**src/rtl/gpio_port_pkg.sv**
```systemverilog
package gpio_port_pkg;
    localparam int PINS      = 32;
    localparam int FSEL_W    = 3;
    localparam int NFUNC     = 1 << FSEL_W;
    localparam int NREG      = 8;
    localparam int ADDR_W    = 8;
    localparam int REG_IDX_W = 4;

    localparam int REG_OWN = 0;
    localparam int REG_OE  = 1;
    localparam int REG_OV  = 2;
    localparam int REG_FS0 = 3;
    localparam int REG_PU  = 6;
    localparam int REG_PD  = 7;
    localparam int REG_PIN = 8;

    typedef enum logic [1:0] {
        OP_WRITE = 2'd0,
        OP_SET   = 2'd1,
        OP_CLR   = 2'd2,
        OP_TGL   = 2'd3
    } alias_op_e;
endpackage

```
**src/rtl/gpio_alias_reg.sv**
```systemverilog
module gpio_alias_reg
    import gpio_port_pkg::*;
#(
    parameter int             W   = 32,
    parameter logic [W-1:0]   RST = '0
) (
    input  logic          clk,
    input  logic          rst_n,
    input  logic          wr_en,
    input  alias_op_e     op,
    input  logic [W-1:0]  wdata,
    output logic [W-1:0]  q
);
    logic [W-1:0] q_nxt;

    always_comb begin
        unique case (op)
            OP_WRITE: q_nxt = wdata;
            OP_SET:   q_nxt = q | wdata;
            OP_CLR:   q_nxt = q & ~wdata;
            OP_TGL:   q_nxt = q ^ wdata;
            default:  q_nxt = q;
        endcase
    end

    always_ff @(posedge clk) begin
        if (!rst_n)
            q <= RST;
        else if (wr_en)
            q <= q_nxt;
    end
endmodule

```
**src/rtl/gpio_pin_mux.sv**
```systemverilog
module gpio_pin_mux
    import gpio_port_pkg::*;
(
    input  logic              own,
    input  logic              gp_out,
    input  logic              gp_oe,
    input  logic [FSEL_W-1:0] fsel,
    input  logic [NFUNC-1:0]  fn_out,
    input  logic [NFUNC-1:0]  fn_oe,
    output logic              pin_out,
    output logic              pin_oe
);
    always_comb begin
        if (own) begin
            pin_out = gp_out;
            pin_oe  = gp_oe;
        end else begin
            pin_out = fn_out[fsel];
            pin_oe  = fn_oe[fsel];
        end
    end
endmodule

```
**src/rtl/gpio_in_sync.sv**
```systemverilog
module gpio_in_sync #(
    parameter int W      = 32,
    parameter int STAGES = 2
) (
    input  logic         clk,
    input  logic         rst_n,
    input  logic [W-1:0] d,
    output logic [W-1:0] q
);
    logic [STAGES-1:0][W-1:0] stage;

    always_ff @(posedge clk) begin
        if (!rst_n) begin
            stage <= '0;
        end else begin
            stage[0] <= d;
            for (int s = 1; s < STAGES; s++)
                stage[s] <= stage[s-1];
        end
    end

    assign q = stage[STAGES-1];
endmodule

```
**src/rtl/gpio_atomic_port.sv**
```systemverilog
module gpio_atomic_port
    import gpio_port_pkg::*;
(
    input  logic                   clk,
    input  logic                   rst_n,
    input  logic                   bus_wr_en,
    input  logic [ADDR_W-1:0]      bus_addr,
    input  logic [PINS-1:0]        bus_wdata,
    output logic [PINS-1:0]        bus_rdata,
    input  logic [NFUNC*PINS-1:0]  periph_out,
    input  logic [NFUNC*PINS-1:0]  periph_oe,
    input  logic [PINS-1:0]        pad_in,
    output logic [PINS-1:0]        pad_out,
    output logic [PINS-1:0]        pad_oe,
    output logic [PINS-1:0]        pad_pu,
    output logic [PINS-1:0]        pad_pd
);
    logic [REG_IDX_W-1:0]       reg_idx;
    alias_op_e                  op;
    logic [NREG-1:0][PINS-1:0]  reg_q;
    logic [PINS-1:0]            pin_val;

    assign reg_idx = bus_addr[7:4];
    assign op      = alias_op_e'(bus_addr[3:2]);

    for (genvar r = 0; r < NREG; r++) begin : g_reg
        localparam logic [PINS-1:0] RV = (r == REG_OWN) ? '1 : '0;
        gpio_alias_reg #(.W(PINS), .RST(RV)) u_reg (
            .clk   (clk),
            .rst_n (rst_n),
            .wr_en (bus_wr_en && (reg_idx == REG_IDX_W'(r))),
            .op    (op),
            .wdata (bus_wdata),
            .q     (reg_q[r])
        );
    end

    gpio_in_sync #(.W(PINS), .STAGES(2)) u_sync (
        .clk   (clk),
        .rst_n (rst_n),
        .d     (pad_in),
        .q     (pin_val)
    );

    always_comb begin
        bus_rdata = '0;
        if (op == OP_WRITE) begin
            if (reg_idx < REG_IDX_W'(NREG))
                bus_rdata = reg_q[reg_idx[2:0]];
            else if (reg_idx == REG_IDX_W'(REG_PIN))
                bus_rdata = pin_val;
        end
    end

    for (genvar i = 0; i < PINS; i++) begin : g_pin
        logic [NFUNC-1:0]  fo;
        logic [NFUNC-1:0]  fe;
        logic [FSEL_W-1:0] fs;
        for (genvar f = 0; f < NFUNC; f++) begin : g_fn
            assign fo[f] = periph_out[f*PINS + i];
            assign fe[f] = periph_oe[f*PINS + i];
        end
        for (genvar b = 0; b < FSEL_W; b++) begin : g_fs
            assign fs[b] = reg_q[REG_FS0 + b][i];
        end
        gpio_pin_mux u_mux (
            .own     (reg_q[REG_OWN][i]),
            .gp_out  (reg_q[REG_OV][i]),
            .gp_oe   (reg_q[REG_OE][i]),
            .fsel    (fs),
            .fn_out  (fo),
            .fn_oe   (fe),
            .pin_out (pad_out[i]),
            .pin_oe  (pad_oe[i])
        );
    end

    assign pad_pu = reg_q[REG_PU];
    assign pad_pd = reg_q[REG_PD];
endmodule

```
**config.mk**
```make
export PLATFORM = sky130hd
export DESIGN_NAME = gpio_atomic_port
export DESIGN_NICKNAME = d
export VERILOG_FILES = /design/src/rtl/gpio_port_pkg.sv /design/src/rtl/gpio_alias_reg.sv /design/src/rtl/gpio_pin_mux.sv /design/src/rtl/gpio_in_sync.sv /design/src/rtl/gpio_atomic_port.sv
export SDC_FILE = /design/constraint.sdc
export NUM_CORES = 1
export LEC_CHECK = 0
export ABC_AREA = 1
export BUFFER_PORTS_ARGS = -buffer_cell sky130_fd_sc_hd__buf_4
export CELL_PAD_IN_SITES_DETAIL_PLACEMENT = 0
export CELL_PAD_IN_SITES_GLOBAL_PLACEMENT = 1
export CORE_MARGIN = 5
export CORE_UTILIZATION = 38
export CTS_CLUSTER_DIAMETER = 50
export CTS_CLUSTER_SIZE = 28
export DETAILED_ROUTE_END_ITERATION = 8
export PLACE_DENSITY = 0.94
export SLEW_MARGIN = 40
export SYNTH_ARGS = -nofsm -noshare
export SYNTH_HDL_FRONTEND = slang
export SYNTH_SLANG_ARGS = --single-unit
```
**constraint.sdc**
```tcl
create_clock -name clk -period 1.5 [get_ports clk]
set_input_delay 0.225 -clock clk [delete_from_list [all_inputs] [get_ports clk]]
set_output_delay 0.225 -clock clk [all_outputs]
set_load 0.05 [all_outputs]
```
==> results of run 1 <==
==> worst max-delay path by stage <==
| stage | end | slack, ps | cells past startpoint |
|---|---|---|---|
| after detailed placement | bus_rdata[26] | -380 | 10 |
| after global placement | bus_rdata[26] | -380 | 10 |
| after CTS | pad_out[8] | -600 | 6 |
| after floorplan | bus_rdata[11] | -60 | 8 |
| final | pad_out[8] | -580 | 6 |
| after global routing | pad_out[8] | -650 | 9 |
==> worst min-delay path, delay by kind of cell <==
| family | cells | cell delay, ps |
|---|---|---|
| buf+inv | 1 | 110 |
| simple gates | 4 | 250 |
==> metal layers <==
| metal | vias to the layer above | track usage [%] | routed length (µm) |
|---|---|---|---|
| met2 | 1548 | 47.52 | 61710 |
| met1 | 17657 | 32.63 | 51350 |
| met3 | 364 | 4.988 | 9844 |
| met5 | - | 0 | 13 |
| met4 | 2 | 12.29 | 6541 |
| li1 | 18645 | - | - |
==> power breakdown <==
part           switching, W  leakage, nW  internal, W  total (W)
Sequential         0.000180         2.69      0.00864    0.00882
Combinational       0.00383         19.7      0.00330    0.00713
Clock               0.00518        0.932      0.00828     0.0135
Total               0.00919         23.4       0.0202     0.0294
==> registers in the layout (all words and copies together), names as in the netlist <==
| name | flops |
|---|---|
| u_sync.q | 32 |
| g.u_reg.q | 256 |
| u_sync.stage | 32 |
==> synthesized netlist by cell type, drive strengths merged <==
library cell / number
nand3: 257
o21ai: 553
buf: 190
o211ai: 152
nor3: 89
clkbuf: 130
nor2: 621
nand2: 1440
dfxtp: 320
or2: 31
a21oi: 272
inv: 497
ha: 512
nand4: 31
nand3b: 1
==> repair_timing <==
action / CTS / global route
gates resized for setup: 717 / 263
endpoints found under the hold margin: 61 / 0
pin swaps: 341 / 196
setup buffers: 44 / 41
hold buffers: 61 / 0
endpoints found under the setup margin: 116 / 123
cloned: 28 / 1
==> cell type report <==
| class | instances | area, µm² |
|---|---|---|
| clock inverters | 40 | 506.7 |
| repair buffers | 1364 | 12440 |
| multi-input cells | 3959 | 22570 |
| inverters | 497 | 2093 |
| well taps | 1070 | 1339 |
| flip-flops and latches | 320 | 6760 |
| fillers | 7583 | 34960 |
| clock buffers | 60 | 1435 |
==> stage by stage <==
step           area, µm²  cells
5_1_grt            47150   7310
6_report           47150   7310
3_3_place_gp       41360   7037
3_5_place_dp       41360   7037
2_1_floorplan      31650   5096
4_1_cts            46080   7269
==> cell families after synthesis <==
logic type      Yosys count
simple gates           2470
fa+ha+maj               512
buf+inv                 817
compound gates          977
flops                   320
==> flow_summary.json, run 1 <==
{
  "violations": "negative setup slack",
  "r2r_setup_slack_ps": -270,
  "utilization_pct": 57.42,
  "finalPower_w": 0.02941,
  "ys_top_cells_by_area": "dfxtp_1, ha_1, nand2_1",
  "synth_largest_area_cell": "dfxtp_1",
  "gr-usage-all-layers_pct": 27.24,
  "setup_viol": 98,
  "antenna_found_initial": 1,
  "drc": 0,
  "chipWidth_um": 297.7,
  "tns_ps": -41010,
  "critical_path_buf_inv_count": 2,
  "fin_ws_ps": -583.6,
  "worst_setup_path_startpoint": "g_reg[3].u_reg.q[8]",
  "critPathSlowestCell": "dfxtp_4",
  "h-tree-depth": 2,
  "routed_wl_um": 129500,
  "vias": 38216,
  "synth_top_family_by_area": "simple AND/OR/NAND/NOR gates",
  "slew_violations": 0,
  "viasPerCell": 5.228,
  "antenna_cells": 0,
  "ant_nets": 0,
  "min_period_over_period_pct": 138.9,
  "port_buffers": 744,
  "hold_viol_final": 0,
  "synth_nets": 6195,
  "ys_warn_count": 0,
  "core_um2": 82110,
  "layout_common_cells": "nand2_1, buf_4, ha_1",
  "cp.arrival_ps": 1860,
  "tightest_slew_ps": 438.4,
  "first_iter_violations": 2835,
  "dieArea_um2": 88610,
  "synth_compound_area_share_pct": 16.76,
  "hold_slack_ps": 47.77,
  "drv_cap": 0,
  "crit_top_cell": "nand3_1",
  "path_delay_family": "flip-flops",
  "reg2regPathDepth": 9,
  "syn2layout_area_growth_pct": 49.93,
  "cts_sinks": 320,
  "clk_latency_ps": 590,
  "grt_setup_unrepaired": "yes",
  "synthAdderAreaFrac_pct": 20.37,
  "grt_max_degree": 45,
  "critical_path_required_ps": 1270,
  "final_common_cell": "nand2_1",
  "gp_congestion": 0.9733,
  "slowest_delay_ps": 390,
  "clock_path_buffers": 3,
  "hold_depth": 5,
  "synth_top_area_share_pct": 20.37,
  "synthCells": 5096,
  "cts_tree": "done",
  "postSynthAreaPerCell_um2": 6.171,
  "wl_per_cell_um": 17.71,
  "ir_drop_mv": 0.6828,
  "power_density_nw_per_um2": 623.8,
  "rows": 105,
  "yosys_register_bits": 320,
  "dp.final_hpwl_um": 92950,
  "first_pass_iters": 6,
  "cp-start-kind": "flip-flop",
  "grt_pass1_wl_um": 198600,
  "muxShareOfSynthArea_pct": 0,
  "cts.reportedPaths.clkPinSlew_ps": 60,
  "r2r-start": "g_reg[3].u_reg.q[25]",
  "grt_overflow": 0,
  "power.leakage_nw": 23.36,
  "end_kind": "output pin",
  "place_ws_ps": -382.6,
  "nets": 7295,
  "drive_above_1_share_pct": 31.07,
  "grt_pass1_vias": 36947,
  "skew_ps": 6.618,
  "synth-simple-area-share_pct": 31.53,
  "boundaryPins": 747,
  "min_period_ps": 2084,
  "crit_path_max_fanout": 5,
  "crit_chain": "buf_16 -> o211ai_1 -> nand3_1 -> nand3_1 -> nand2_1 -> buf_6",
  "start_util_pct": 38.30,
  "fmax_ghz": 0.4799,
  "dieHeight_um": 297.7,
  "synth_seq_area_share_pct": 20.37,
  "synthXorXnorAreaFrac_pct": 0,
  "holdPathEnd": "g_reg[0].u_reg.q[21]",
  "r2r_end": "g_reg[3].u_reg.q[25]",
  "worstHoldStart": "bus_wdata[21]",
  "hold_path.class": "in -> reg",
  "cts-root-buf": "clkbuf_16",
  "synth.cell_area_um2": 31450,
  "critical_path_class": "reg -> out",
  "status": "complete, but fails checks",
  "max-slew-margin-rel_pct": 70.74,
  "cts_buffers": 54,
  "yosys.cell_types.count": 25
}
Note: power is estimated with default switching activity, not from simulation.
==> run 2, diff against run 1 <==
--- a/config.mk
+++ b/config.mk
@@ -5,16 +5,16 @@
 export SDC_FILE = /design/constraint.sdc
 export NUM_CORES = 1
 export LEC_CHECK = 0
-export ABC_AREA = 1
+export ABC_AREA = 0
 export BUFFER_PORTS_ARGS = -buffer_cell sky130_fd_sc_hd__buf_4
 export CELL_PAD_IN_SITES_DETAIL_PLACEMENT = 0
 export CELL_PAD_IN_SITES_GLOBAL_PLACEMENT = 1
-export CORE_MARGIN = 5
-export CORE_UTILIZATION = 38
+export CORE_MARGIN = 10
+export CORE_UTILIZATION = 43
 export CTS_CLUSTER_DIAMETER = 50
 export CTS_CLUSTER_SIZE = 28
 export DETAILED_ROUTE_END_ITERATION = 8
-export PLACE_DENSITY = 0.94
+export PLACE_DENSITY = 0.95
 export SLEW_MARGIN = 40
 export SYNTH_ARGS = -nofsm -noshare
 export SYNTH_HDL_FRONTEND = slang
==> run 2 against run 1 <==
  * The flow still finishes with violations (negative setup slack)
  * Critical path depth shrank 1
  * First-iteration DRC count rose by 1.7%
  * Global-route usage grew 1.2 points
  * Worst hold slack lost 13 ps
  * Critical path type unchanged
  * Highest routed layer unchanged
==> flow_summary.json, run 2 <==
{
  "crit_chain": "buf_12 -> mux2i_1 -> mux4_2 -> o21ai_2 -> buf_6",
  "r2r_setup_slack_ps": -160,
  "postSynthAreaPerCell_um2": 9.389,
  "synthCells": 3525,
  "cp.arrival_ps": 2090,
  "gp_congestion": 0.9239,
  "async_flop_share_pct": 0,
  "synth_nets": 4624,
  "drc": 0,
  "r2r-start": "g_reg[3].u_reg.q[25]",
  "critPathSlowestCell": "mux4_2",
  "wl_per_cell_um": 23.53,
  "synthTopCellsByCount": "ha_1, nand2_1, inv_1",
  "ir_drop_mv": 0.7613,
  "fin_ws_ps": -815.4,
  "yosys.cell_types.count": 32,
  "reg2regPathDepth": 9,
  "synth_top_family_by_area": "multiplexers",
  "hold_path.class": "in -> reg",
  "slew_violations": 0,
  "vias": 33688,
  "holdPathEnd": "g_reg[7].u_reg.q[25]",
  "skew_ps": 4.595,
  "cts.reportedPaths.clkPinSlew_ps": 60,
  "antenna_found_initial": 4,
  "place_ws_ps": -500.8,
  "first_pass_iters": 7,
  "cts_tree": "done",
  "synth_seq_area_share_pct": 19.36,
  "start_util_pct": 43.51,
  "status": "complete, but fails checks",
  "violations": "negative setup slack",
  "min_period_ps": 2315,
  "first_iter_violations": 2883,
  "viasPerCell": 5.892,
  "crit_path_max_fanout": 5,
  "dp.final_hpwl_um": 97880,
  "muxShareOfSynthArea_pct": 26.25,
  "rows": 101,
  "end_kind": "output pin",
  "ys_top_cells_by_area": "dfxtp_1, ha_1, mux2_2",
  "yosys_register_bits": 320,
  "clk_latency_ps": 590,
  "final_common_cell": "buf_4",
  "nets": 5745,
  "utilization_pct": 64.75,
  "synth_edf_count": 0,
  "power.leakage_nw": 20.66,
  "grt_max_degree": 46,
  "chipWidth_um": 297.4,
  "tightest_slew_ps": 670.0,
  "largest_reg_flops": 256,
  "synthXorXnorAreaFrac_pct": 0,
  "ys_warn_count": 0,
  "yosysMostFrequentCell": "ha_1",
  "fmax_ghz": 0.4319,
  "hold_depth": 3,
  "ant_nets": 0,
  "synth.cell_area_um2": 33100,
  "clock_path_buffers": 3,
  "largestRegisters": "g.u_reg.q: 256 flops, u_sync.q: 32 flops, u_sync.stage: 32 flops",
  "grt_overflow": 0,
  "max-slew-margin-rel_pct": 55.17,
  "setup_viol": 113,
  "syn2layout_area_growth_pct": 48.83,
  "drive_above_1_share_pct": 50.66,
  "synth_top_area_share_pct": 19.36,
  "top_register": "g.u_reg.q",
  "port_buffers": 744,
  "grt_pass1_vias": 34953,
  "synthAdderAreaFrac_pct": 19.36,
  "cts_buffers": 52,
  "synth_flop_cell": "dfxtp_1",
  "grt_setup_unrepaired": "yes",
  "min_period_over_period_pct": 154.4,
  "dieHeight_um": 297.4,
  "layout_common_cells": "buf_4, ha_1, nand2_1",
  "core_um2": 76080,
  "critical_path_required_ps": 1270,
  "h-tree-depth": 2,
  "gr-usage-all-layers_pct": 28.39,
  "critical_path_class": "reg -> out",
  "routed_wl_um": 134600,
  "grt_pass1_wl_um": 201900,
  "cts_sinks": 320,
  "synth_compound_area_share_pct": 19.37,
  "drv_cap": 0,
  "dieArea_um2": 88470,
  "cp-start-kind": "flip-flop",
  "hold_viol_final": 0,
  "r2r_end": "g_reg[3].u_reg.q[25]",
  "worstHoldStart": "rst_n",
  "synth-simple-area-share_pct": 6.121,
  "power_density_nw_per_um2": 606.4,
  "num-fill-cells": 5731,
  "slowest_delay_ps": 470,
  "synth_largest_area_cell": "dfxtp_1",
  "boundaryPins": 747,
  "cts-root-buf": "clkbuf_16"
}
run 2: cell types whose count changed after synthesis, moves of 39 or more:
cell / before / now
a211o_1: 0 / 224
a311oi_1: 0 / 204
and2_1: 0 / 69
inv_1: 484 / 322
mux2_2: 0 / 288
mux2i_1: 0 / 256
mux4_2: 0 / 128
nand2_1: 1438 / 352
nand3_1: 257 / 0
nor2_1: 612 / 34
nor3_1: 88 / 0
o211ai_1: 152 / 0
o21ai_0: 514 / 65
o21ai_1: 39 / 0
run 2: worst max-delay path by stage:
stage / start / end / slack [ps] / cells past startpoint
final: g_reg[3].u_reg.q[23] / pad_out[23] / -820 / 5
after global routing: g_reg[3].u_reg.q[5] / pad_out[5] / -860 / 5
after CTS: g_reg[3].u_reg.q[24] / pad_oe[24] / -790 / 5
after detailed placement: bus_addr[4] / bus_rdata[31] / -500 / 8
after global placement: bus_addr[4] / bus_rdata[31] / -490 / 8
after floorplan: bus_addr[5] / bus_rdata[11] / -120 / 5
run 2: final cells by class:
cell class	instances	area [µm²]	area share (%)
tap	1030	1289	2.616
timing repair buffer	1431	12910	26.21
antenna	4	10.01	0.02032
inverter	322	1346	2.733
sequential	320	6701	13.60
clock buffer	62	1410	2.863
multi-input combinational	2519	25250	51.26
clock inverter	30	341.6	0.6935
run 2: report_power, final:
part / internal, W / switching (W) / total, W
registers: 0.00869 / 0.000198 / 0.00889
clock network: 0.00760 / 0.00487 / 0.0125
logic: 0.00432 / 0.00418 / 0.00851
total: 0.0206 / 0.00925 / 0.0299
run 2: through the flow:
step	TNS [ps]	instances	power, W	cell area [µm²]	hold WS (ps)
floorplan	-9033	3525	0.01350	34630	352.3
global placement	-107820	5555	0.01679	45090	413.7
detailed placement	-117230	5555	0.01706	45090	418.9
CTS	-67000	5687	0.02976	48410	3.933
global route	-72070	5716	0.03095	49250	36.76
finish	-65500	5718	0.02987	49260	34.41
run 2: cell families (layout without fill, tap and decap cells):
| logic type | count (synthesis) | count (layout) |
|---|---|---|
| AO/OA/AOI/OAI | 864 | 864 |
| adder cells (fa/ha/maj) | 512 | 512 |
| buffers and inverters | 686 | 1845 |
| flip-flops | 320 | 320 |
| multiplexers | 672 | 672 |
| other | 0 | 4 |
| AND/OR/NAND/NOR | 471 | 471 |
run 2: critical path, delay by kind of cell (launching register included):
| family | cells | cell delay, ps |
|---|---|---|
| flops | 1 | 360 |
| buf+inv | 2 | 320 |
| compound gates | 1 | 210 |
| mux | 2 | 600 |
run 2: repair_timing:
item | in CTS | in global routing
setup endpoints to repair | 200 | 178
gates resized for setup | 370 | 174
hold buffers | 32 | 0
setup buffers | 9 | 27
pin swaps | 40 | 36
hold endpoints to repair | 32 | 0
run 2: routing by layer:
metal / up-vias / GRT usage [%] / wire [µm]
met5: - / 0 / 13
met4: 2 / 13.75 / 6513
met3: 372 / 5.048 / 9768
met2: 1626 / 49.30 / 66150
met1: 16488 / 33.37 / 52110
li1: 15200 / - / -
